`config.mk`:
```
export PLATFORM = sky130hd
export DESIGN_NAME = fetch_redirect
export DESIGN_NICKNAME = d
export VERILOG_FILES = /design/src/rtl/fetch_redirect_pkg.sv /design/src/rtl/fetch_redirect_ctrl.sv /design/src/rtl/fetch_redirect_dpath.sv /design/src/rtl/fetch_redirect.sv
export SDC_FILE = /design/constraint.sdc
export NUM_CORES = 1
export LEC_CHECK = 0
export BUFFER_PORTS_ARGS = -buffer_cell sky130_fd_sc_hd__buf_2
export CAP_MARGIN = 20
export CORE_MARGIN = 3
export CORE_UTILIZATION = 45
export CTS_BUF_LIST = sky130_fd_sc_hd__clkbuf_16
export CTS_CLUSTER_SIZE = 30
export DETAILED_ROUTE_END_ITERATION = 8
export PLACE_DENSITY_LB_ADDON = 0.15
export SYNTH_ARGS = -nofsm -noshare
export SYNTH_HDL_FRONTEND = slang
export SYNTH_SLANG_ARGS = --single-unit
```
`constraint.sdc`:
```
create_clock -name clk -period 6.83 [get_ports clk]
set_clock_uncertainty 0.15 [all_clocks]
set_input_delay 0.3415 -clock clk [delete_from_list [all_inputs] [get_ports clk]]
set_output_delay 0.3415 -clock clk [all_outputs]
set_load 0.01 [all_outputs]
```
`src/rtl/fetch_redirect_pkg.sv`:
```
package fetch_redirect_pkg;
  localparam int INSTR_W = 32;
  localparam logic [5:0] ADD_OPC = 6'h20;
  localparam logic [4:0] SINK_REG = 5'd31;
  localparam logic [INSTR_W-1:0] NOP_WORD = {ADD_OPC, SINK_REG, SINK_REG, SINK_REG, 11'd0};

  typedef enum logic [2:0] {
    SEL_RESET,
    SEL_VECTOR,
    SEL_JUMP,
    SEL_BRANCH,
    SEL_SEQ
  } pcSel_e;

  typedef struct packed {
    pcSel_e pcSel;
    logic   loadPc;
    logic   loadIr;
    logic   annul;
  } fetchCtl_t;
endpackage

```
`src/rtl/fetch_redirect_ctrl.sv`:
```
module fetch_redirect_ctrl
  import fetch_redirect_pkg::*;
#(
  parameter int DATA_W = 32
) (
  input  logic              rstN,
  input  logic              stallIn,
  input  logic              excReq,
  input  logic              rfIsJump,
  input  logic              rfIsBranch,
  input  logic              rfBrOnZero,
  input  logic [DATA_W-1:0] rfRegVal,
  output fetchCtl_t         ctl
);
  logic regIsZero;
  logic brTaken;

  assign regIsZero = (rfRegVal == '0);
  assign brTaken   = rfIsBranch && (regIsZero == rfBrOnZero);

  always_comb begin
    ctl.pcSel  = SEL_SEQ;
    ctl.loadPc = !stallIn;
    ctl.loadIr = !stallIn;
    ctl.annul  = 1'b0;
    if (!rstN) begin
      ctl.pcSel  = SEL_RESET;
      ctl.loadPc = 1'b1;
      ctl.loadIr = 1'b1;
      ctl.annul  = 1'b1;
    end else if (excReq) begin
      ctl.pcSel  = SEL_VECTOR;
      ctl.loadPc = 1'b1;
    end else if (rfIsJump) begin
      ctl.pcSel  = SEL_JUMP;
      ctl.loadPc = 1'b1;
      ctl.loadIr = 1'b1;
      ctl.annul  = 1'b1;
    end else if (brTaken) begin
      ctl.pcSel  = SEL_BRANCH;
      ctl.loadPc = 1'b1;
      ctl.loadIr = 1'b1;
      ctl.annul  = 1'b1;
    end
  end
endmodule

```
`src/rtl/fetch_redirect_dpath.sv`:
```
module fetch_redirect_dpath
  import fetch_redirect_pkg::*;
#(
  parameter int ADDR_W = 32,
  parameter logic [ADDR_W-1:0] RESET_PC = '0,
  parameter logic [ADDR_W-1:0] EXC_PC = ADDR_W'(8)
) (
  input  logic               clk,
  input  fetchCtl_t          ctl,
  input  logic [INSTR_W-1:0] instrIn,
  input  logic [ADDR_W-1:0]  jumpTarget,
  output logic [ADDR_W-1:0]  fetchAddr,
  output logic [ADDR_W-1:0]  rfPc,
  output logic [INSTR_W-1:0] rfIr
);
  localparam int OFS_W = 16;
  localparam int EXT_W = ADDR_W - OFS_W - 2;
  localparam logic [ADDR_W-1:0] WORD_STEP = ADDR_W'(4);
  localparam logic [ADDR_W-1:0] ALIGN_KEEP = ~(ADDR_W'(3));

  logic [ADDR_W-1:0] pcQ;
  logic [ADDR_W-1:0] rfPcQ;
  logic [INSTR_W-1:0] rfIrQ;
  logic [ADDR_W-1:0] seqPc;
  logic [ADDR_W-1:0] brOffset;
  logic [ADDR_W-1:0] brTarget;
  logic [ADDR_W-1:0] jmpAligned;
  logic [ADDR_W-1:0] vecAligned;
  logic [ADDR_W-1:0] nextPc;
  logic [OFS_W-1:0]  litField;

  assign litField   = rfIrQ[OFS_W-1:0];
  assign seqPc      = pcQ + WORD_STEP;
  assign brOffset   = {{EXT_W{litField[OFS_W-1]}}, litField, 2'b00};
  assign brTarget   = rfPcQ + WORD_STEP + brOffset;
  assign jmpAligned = jumpTarget & ALIGN_KEEP;
  assign vecAligned = EXC_PC & ALIGN_KEEP;

  always_comb begin
    unique case (ctl.pcSel)
      SEL_RESET:  nextPc = RESET_PC;
      SEL_VECTOR: nextPc = vecAligned;
      SEL_JUMP:   nextPc = jmpAligned;
      SEL_BRANCH: nextPc = brTarget;
      default:    nextPc = seqPc;
    endcase
  end

  always_ff @(posedge clk) begin
    if (ctl.loadPc) pcQ <= nextPc;
    if (ctl.loadIr) begin
      rfIrQ <= ctl.annul ? NOP_WORD : instrIn;
      rfPcQ <= (ctl.pcSel == SEL_RESET) ? RESET_PC : pcQ;
    end
  end

  assign fetchAddr = pcQ;
  assign rfPc      = rfPcQ;
  assign rfIr      = rfIrQ;
endmodule

```
`src/rtl/fetch_redirect.sv`:
```
module fetch_redirect
  import fetch_redirect_pkg::*;
#(
  parameter int ADDR_W = 32,
  parameter int DATA_W = 32,
  parameter logic [ADDR_W-1:0] RESET_PC = '0,
  parameter logic [ADDR_W-1:0] EXC_PC = ADDR_W'(8)
) (
  input  logic               clk,
  input  logic               rstN,
  input  logic [INSTR_W-1:0] instrIn,
  input  logic               stallIn,
  input  logic               excReq,
  input  logic               rfIsJump,
  input  logic               rfIsBranch,
  input  logic               rfBrOnZero,
  input  logic [DATA_W-1:0]  rfRegVal,
  input  logic [ADDR_W-1:0]  jumpTarget,
  output logic [ADDR_W-1:0]  fetchAddr,
  output logic [ADDR_W-1:0]  rfPc,
  output logic [INSTR_W-1:0] rfIr
);
  fetchCtl_t ctl;

  fetch_redirect_ctrl #(.DATA_W(DATA_W)) ctrl_i (
    .rstN(rstN), .stallIn(stallIn), .excReq(excReq), .rfIsJump(rfIsJump),
    .rfIsBranch(rfIsBranch), .rfBrOnZero(rfBrOnZero), .rfRegVal(rfRegVal),
    .ctl(ctl)
  );

  fetch_redirect_dpath #(.ADDR_W(ADDR_W), .RESET_PC(RESET_PC), .EXC_PC(EXC_PC)) dpath_i (
    .clk(clk), .ctl(ctl), .instrIn(instrIn), .jumpTarget(jumpTarget),
    .fetchAddr(fetchAddr), .rfPc(rfPc), .rfIr(rfIr)
  );
endmodule

```
== Word level (Yosys, flattened, before mapping) ==
Index checks and enable logic that the tools add are counted.
Widths: inputs -> output; s select.

* Memory bits (writable): 0
* ROM bits: 0
* Register bits: 96
* Latch bits: 0
* Output and inout bits: 96
* Word-level logic and storage cells: 20
* Input port bits: 103
* Memories kept: 0

* Bitwise gates (word level): 0
* Multipliers: 0
* Muxes and demuxes: 6
* Reduce and logical (&&, ||, !) cells: 4
* Shift operators: 0
* Magnitude comparators: 0
* Divide/modulo/power cells: 0
* Add/subtract/negate cells: 3
* Equality and inequality tests: 4

{| class="wikitable"
|+ Operators with widths
! cell !! count
|-
| $pmux 32 s4 || 1
|-
| $add 32x3->32 const B || 2
|-
| $add 32x32->32 || 1
|-
| $logic_not 32->1 || 1
|-
| $mux 6 || 3
|-
| $eq 3x2->1 const B || 2
|-
| $mux 4 || 1
|-
| $eq 3x1->1 const B || 1
|-
| $logic_not 3->1 || 1
|-
| $mux 2 || 1
|-
| $eq 1x1->1 || 1
|-
| $logic_and 1x1->1 || 1
|-
| $logic_not 1->1 || 1
|}

== Depth between registers and ports, before layout ==
* Word-level depth: 9
* Mapped depth: 14

== Cells and area by module ==
A second synthesis with hierarchy kept.

* Cell total of the unflattened synthesis: 659
* Area, all modules: 6712.7 µm²

{| class="wikitable"
|+ Modules (own cells, without submodules)
! module !! times used !! cells each !! seq. area each (µm²) !! area each (µm²)
|-
| fetch_redirect_dpath || 1 || 627 || 2882.8 || 6510.0
|-
| fetch_redirect_ctrl || 1 || 32 || 0.0 || 202.7
|}

== Least setup slack after synthesis ==
No wires, ideal clock.

* Kind: input -> register
* Start: in rfRegVal[24]
* End: reg dpath_i.rfIrQ[0], in the netlist dpath_i.rfIr[0] (enable)
* Setup slack: 3.176 ns
* Cell stages on the path: 10
* Library setup time: 0.424 ns
* Arrival time: 3.080 ns
* Path through: nor4_1 nand4_1 nor2_1 xnor2_1 and2_1 buf_2 nor2_1 o21a_1 buf_2 nand2_1

{| class="wikitable"
|+ RTL lines
! item !! line !! RTL
|-
| start: declaration || fetch_redirect.sv:17 || <nowiki>input logic [DATA_W-1:0] rfRegVal,</nowiki>
|-
| end signal: assignment || fetch_redirect_dpath.sv:52 || <nowiki>rfIrQ <= ctl.annul ? NOP_WORD : instrIn;</nowiki>
|-
| end: declaration || fetch_redirect_dpath.sv:23 || <nowiki>logic [INSTR_W-1:0] rfIrQ;</nowiki>
|}

== Final worst setup path ==
* Start: reg dpath_i.rfIrQ[1], in the netlist dpath_i.rfIr[1]
* End: reg dpath_i.pcQ[29], in the netlist dpath_i.fetchAddr[29], data pin

* Longest elaborated chain between the ends: 2

{| class="wikitable"
|+ RTL lines
! item !! line !! RTL
|-
| $add 32x32->32 || fetch_redirect_dpath.sv:35 || <nowiki>assign brTarget = rfPcQ + WORD_STEP + brOffset;</nowiki>
|-
| $pmux 32 s4 || fetch_redirect_dpath.sv:40 || <nowiki>unique case (ctl.pcSel)</nowiki>
|-
| via dpath_i.nextPc[29] || fetch_redirect_dpath.sv:29 || <nowiki>logic [ADDR_W-1:0] nextPc;</nowiki>
|-
| end signal: assignment || fetch_redirect_dpath.sv:50 || <nowiki>if (ctl.loadPc) pcQ <= nextPc;</nowiki>
|-
| end: declaration || fetch_redirect_dpath.sv:21 || <nowiki>logic [ADDR_W-1:0] pcQ;</nowiki>
|}

The timed path passes the listed nets, and every way through them passes these cells.
A chain may end at the register's enable or synchronous reset.

==> flow_summary.yaml <==
status:
  run_status: "finished, final reports clean"
placement:
  gp_congestion: 0.903
  io_buffers: 196
  place_hpwl_um: 13900
  pre_cts_ws_ns: 3.03
  dp.cells: 976
timing:
  hold_viol: 0
  post-route-period-util_pct: 52.9
  timing.final.ws_setup_ns: 3.21
  maxSlewViolCount: 0
  max_freq_mhz: 277
  min_period_ns: 3.62
  setup_viol: 0
  fin_hold_ws_ns: 0.0907
  rsz0062_at_grt: "no"
  tightest_slew_ns: 0.881
  relSlewSlack_pct: 40.8
  setup_tns_ns: 0
critical_path:
  end_kind: "flop"
  crit_type: "flop to flop"
  crit_required_ns: 6.83
  cp.arrival_ns: 3.62
  r2r_start: "dpath_i.rfIr[1]"
  reg2reg_depth: 12
  r2r_slack_ns: 3.21
  cp-start-kind: "flop"
  r2r-end: "dpath_i.fetchAddr[29]"
  crit_fanout: 4
cts:
  cts_setup_buffers: 0
  numCtsBuffers: 9
  cts_htree_levels: 3
  ctsResizeCount: 0
  clock_latency_ns: 0.35
  cts_tree: "done"
  cts.sinks: 96
  holdBufCountCts: 0
  cts_max_path_buffers: 2
  root_buffer: "clkbuf_16"
  clkTransAtPathRegs_ns: 0.07
global_route:
  grt_pass1_vias: 5558
  antenna_found_initial: 0
  gr-total-overflow: 0
  grt_pass1_wl_um: 29200
  grt_max_degree: 38
  track_usage_pct: 23.0
cells_and_area:
  fillers: 1242
  area_growth_syn_to_layout_pct: 22.4
  n_antenna_cell: 0
  final_layout_size_suffix_gt1_share_pct: 28.9
  final_nets: 969
  layoutNonFillerInstCount: 992
route:
  dr.max_layer_used: "met4"
  drtIter0Drc: 354
  via_per_inst: 5.61
  route.vias.total: 5567
  met2_length_um: 8660
  route.layer.met1.wl_um: 8360
  drt_pass1_iterations: 4
  wirelength_um: 18400
  dr_wl_met3_um: 1040
  wl_per_cell_um: 18.6
  drcViolationCount: 0
  ant_nets: 0
yosys:
  ys_ff_latch: 96
  synth_ff_type: "edfxtp_1"
  synth_edf_count: 96
  yosysWarningCount: 0
  synth.avg_cell_area_um2: 10.6
  synth_area_um2: 6520
  ys_seq_area_share_pct: 44.2
  syn_nets: 778
  ys_types: 62
  syn_inst: 616
  async_flop_share_pct: 0
power_and_ir_drop:
  p_per_area_nw_per_um2: 223
  leakagePower_nw: 3.66
  vdd_ir_drop_max_mv: 0.167
floorplanning:
  ios: 199
  initial_core_util_pct: 46.4
  core-area_um2: 14000
  num_rows: 43
  fp.dieArea_um2: 16000
  die_y_um: 126
  die_w_um: 126
min_path:
  hold_end: "dpath_i.rfIr[23]"
  hold_path_class: "input pin to flop"
  whs_path_depth: 2
  worstHoldStart: "instrIn[23]"
run:
  drv_cap: 0
-- cell families (layout without fill, tap and decap cells) --
| family | count (synthesis) | after routing | share of synthesized area [%] |
|---|---|---|---|
| simple gates | 227 | 227 | 19.6 |
| buf+inv | 35 | 231 | 2.34 |
| mux | 9 | 9 | 1.40 |
| xor+xnor | 53 | 53 | 7.12 |
| fa+ha+maj | 59 | 59 | 11.4 |
| compound gates | 137 | 137 | 13.9 |
| flops | 96 | 96 | 44.2 |
-- placed cells by master, fill, tap and decap left out, types with 10 or more instances in the layout --
cell and count:
nand3_1 14, xor2_1 19, nor3_1 12, buf_2 196, o21ai_0 19, edfxtp_1 96, a21o_1 15, inv_1 15
nand2_1 47, xnor2_1 34, nand4_1 10, nor2_1 29, ha_1 58, nor4_1 13, nand2b_1 19, a21oi_1 38
and2_1 51
-- area by class of cell --
| type | count | area (µm²) | share of cell area, % |
|---|---|---|---|
| repair buffers | 201 | 1020 | 12.8 |
| clock inverters | 7 | 86.3 | 1.08 |
| clock buffers | 9 | 225 | 2.82 |
| inverters | 14 | 52.6 | 0.659 |
| multi-input cells | 485 | 3480 | 43.7 |
| well taps | 180 | 225 | 2.82 |
| flip-flops and latches | 96 | 2880 | 36.1 |
-- synth_stat cells (all sizes together) (2+ instances only) --
library cell  count  area share (%)
a211oi            5            0.73
a21o             15             1.7
a21oi            38             2.9
a221o             3            0.46
a221oi            5            0.67
a22o              2            0.27
a22oi             7            0.81
a31oi             5            0.48
and2             52             5.0
and3             10            0.98
and4              6            0.90
buf               9            0.69
clkbuf           12            0.84
edfxtp           96              44
ha               58              11
inv              14            0.81
mux2i             8             1.2
nand2            49             2.9
nand2b           19             1.8
nand3            15             1.2
nand4            12             1.6
nor2             30             1.8
nor3             14             1.2
nor4             14             1.4
o2111ai           2            0.27
o211ai            7            0.81
o21a              6            0.69
o21ai            29             2.3
o21bai            4            0.46
o22ai             2            0.19
or2               2            0.19
xnor2            34             4.6
xor2             19             2.6
-- through the flow --
stage,utilization [%],cell area (µm²),power (mW)
finish,56.8,7980,1.78
CTS,56.8,7980,1.79
global route,56.8,7980,1.88
global placement,54.6,7660,1.23
detailed placement,54.6,7660,1.24
floorplan,-,6520,1.08
-- critical path: stages, from the launching register on --
cell and delay (ns):
edfxtp_1 0.41, ha_1 0.31, ha_1 0.19, inv_1 0.06, fa_1 0.40, and2b_1 0.24
o2111ai_1 0.24, a21o_1 0.28, o21a_1 0.26, nor4_2 0.33, nor3_1 0.09, a21o_1 0.17
a2111oi_2 0.28
-- registers in the layout (all words and copies together), names as in the netlist --
| name | flops |
|---|---|
| dpath_i.fetchAddr | 32 |
| dpath_i.rfIr | 32 |
| dpath_i.rfPc | 32 |
-- how the worst max path moves through the flow --
stage                     slack (ns)                    end       startpoint
after detailed placement        3.03       dpath_i.rfPc[24]     rfRegVal[17]
after floorplan                 3.18        dpath_i.rfIr[0]     rfRegVal[24]
after CTS                       3.20  dpath_i.fetchAddr[29]  dpath_i.rfPc[3]
after global routing            2.91  dpath_i.fetchAddr[29]  dpath_i.rfPc[3]
final                           3.21  dpath_i.fetchAddr[29]  dpath_i.rfIr[1]
after global placement          3.13       dpath_i.rfPc[24]     rfRegVal[17]
-- power breakdown --
group	total (mW)	internal, mW	switching [mW]
clock	0.548	0.319	0.229
combinational	0.484	0.208	0.276
sequential	0.748	0.703	0.0450
-- per-layer routing --
metal  up-vias  global-route usage [%]
met5         -                       0
met4         0                    7.89
met3        22                    3.83
met2       183                    37.3
met1      2675                    31.4
li1       2687                       -
Note: power is estimated with default switching activity, not from simulation.
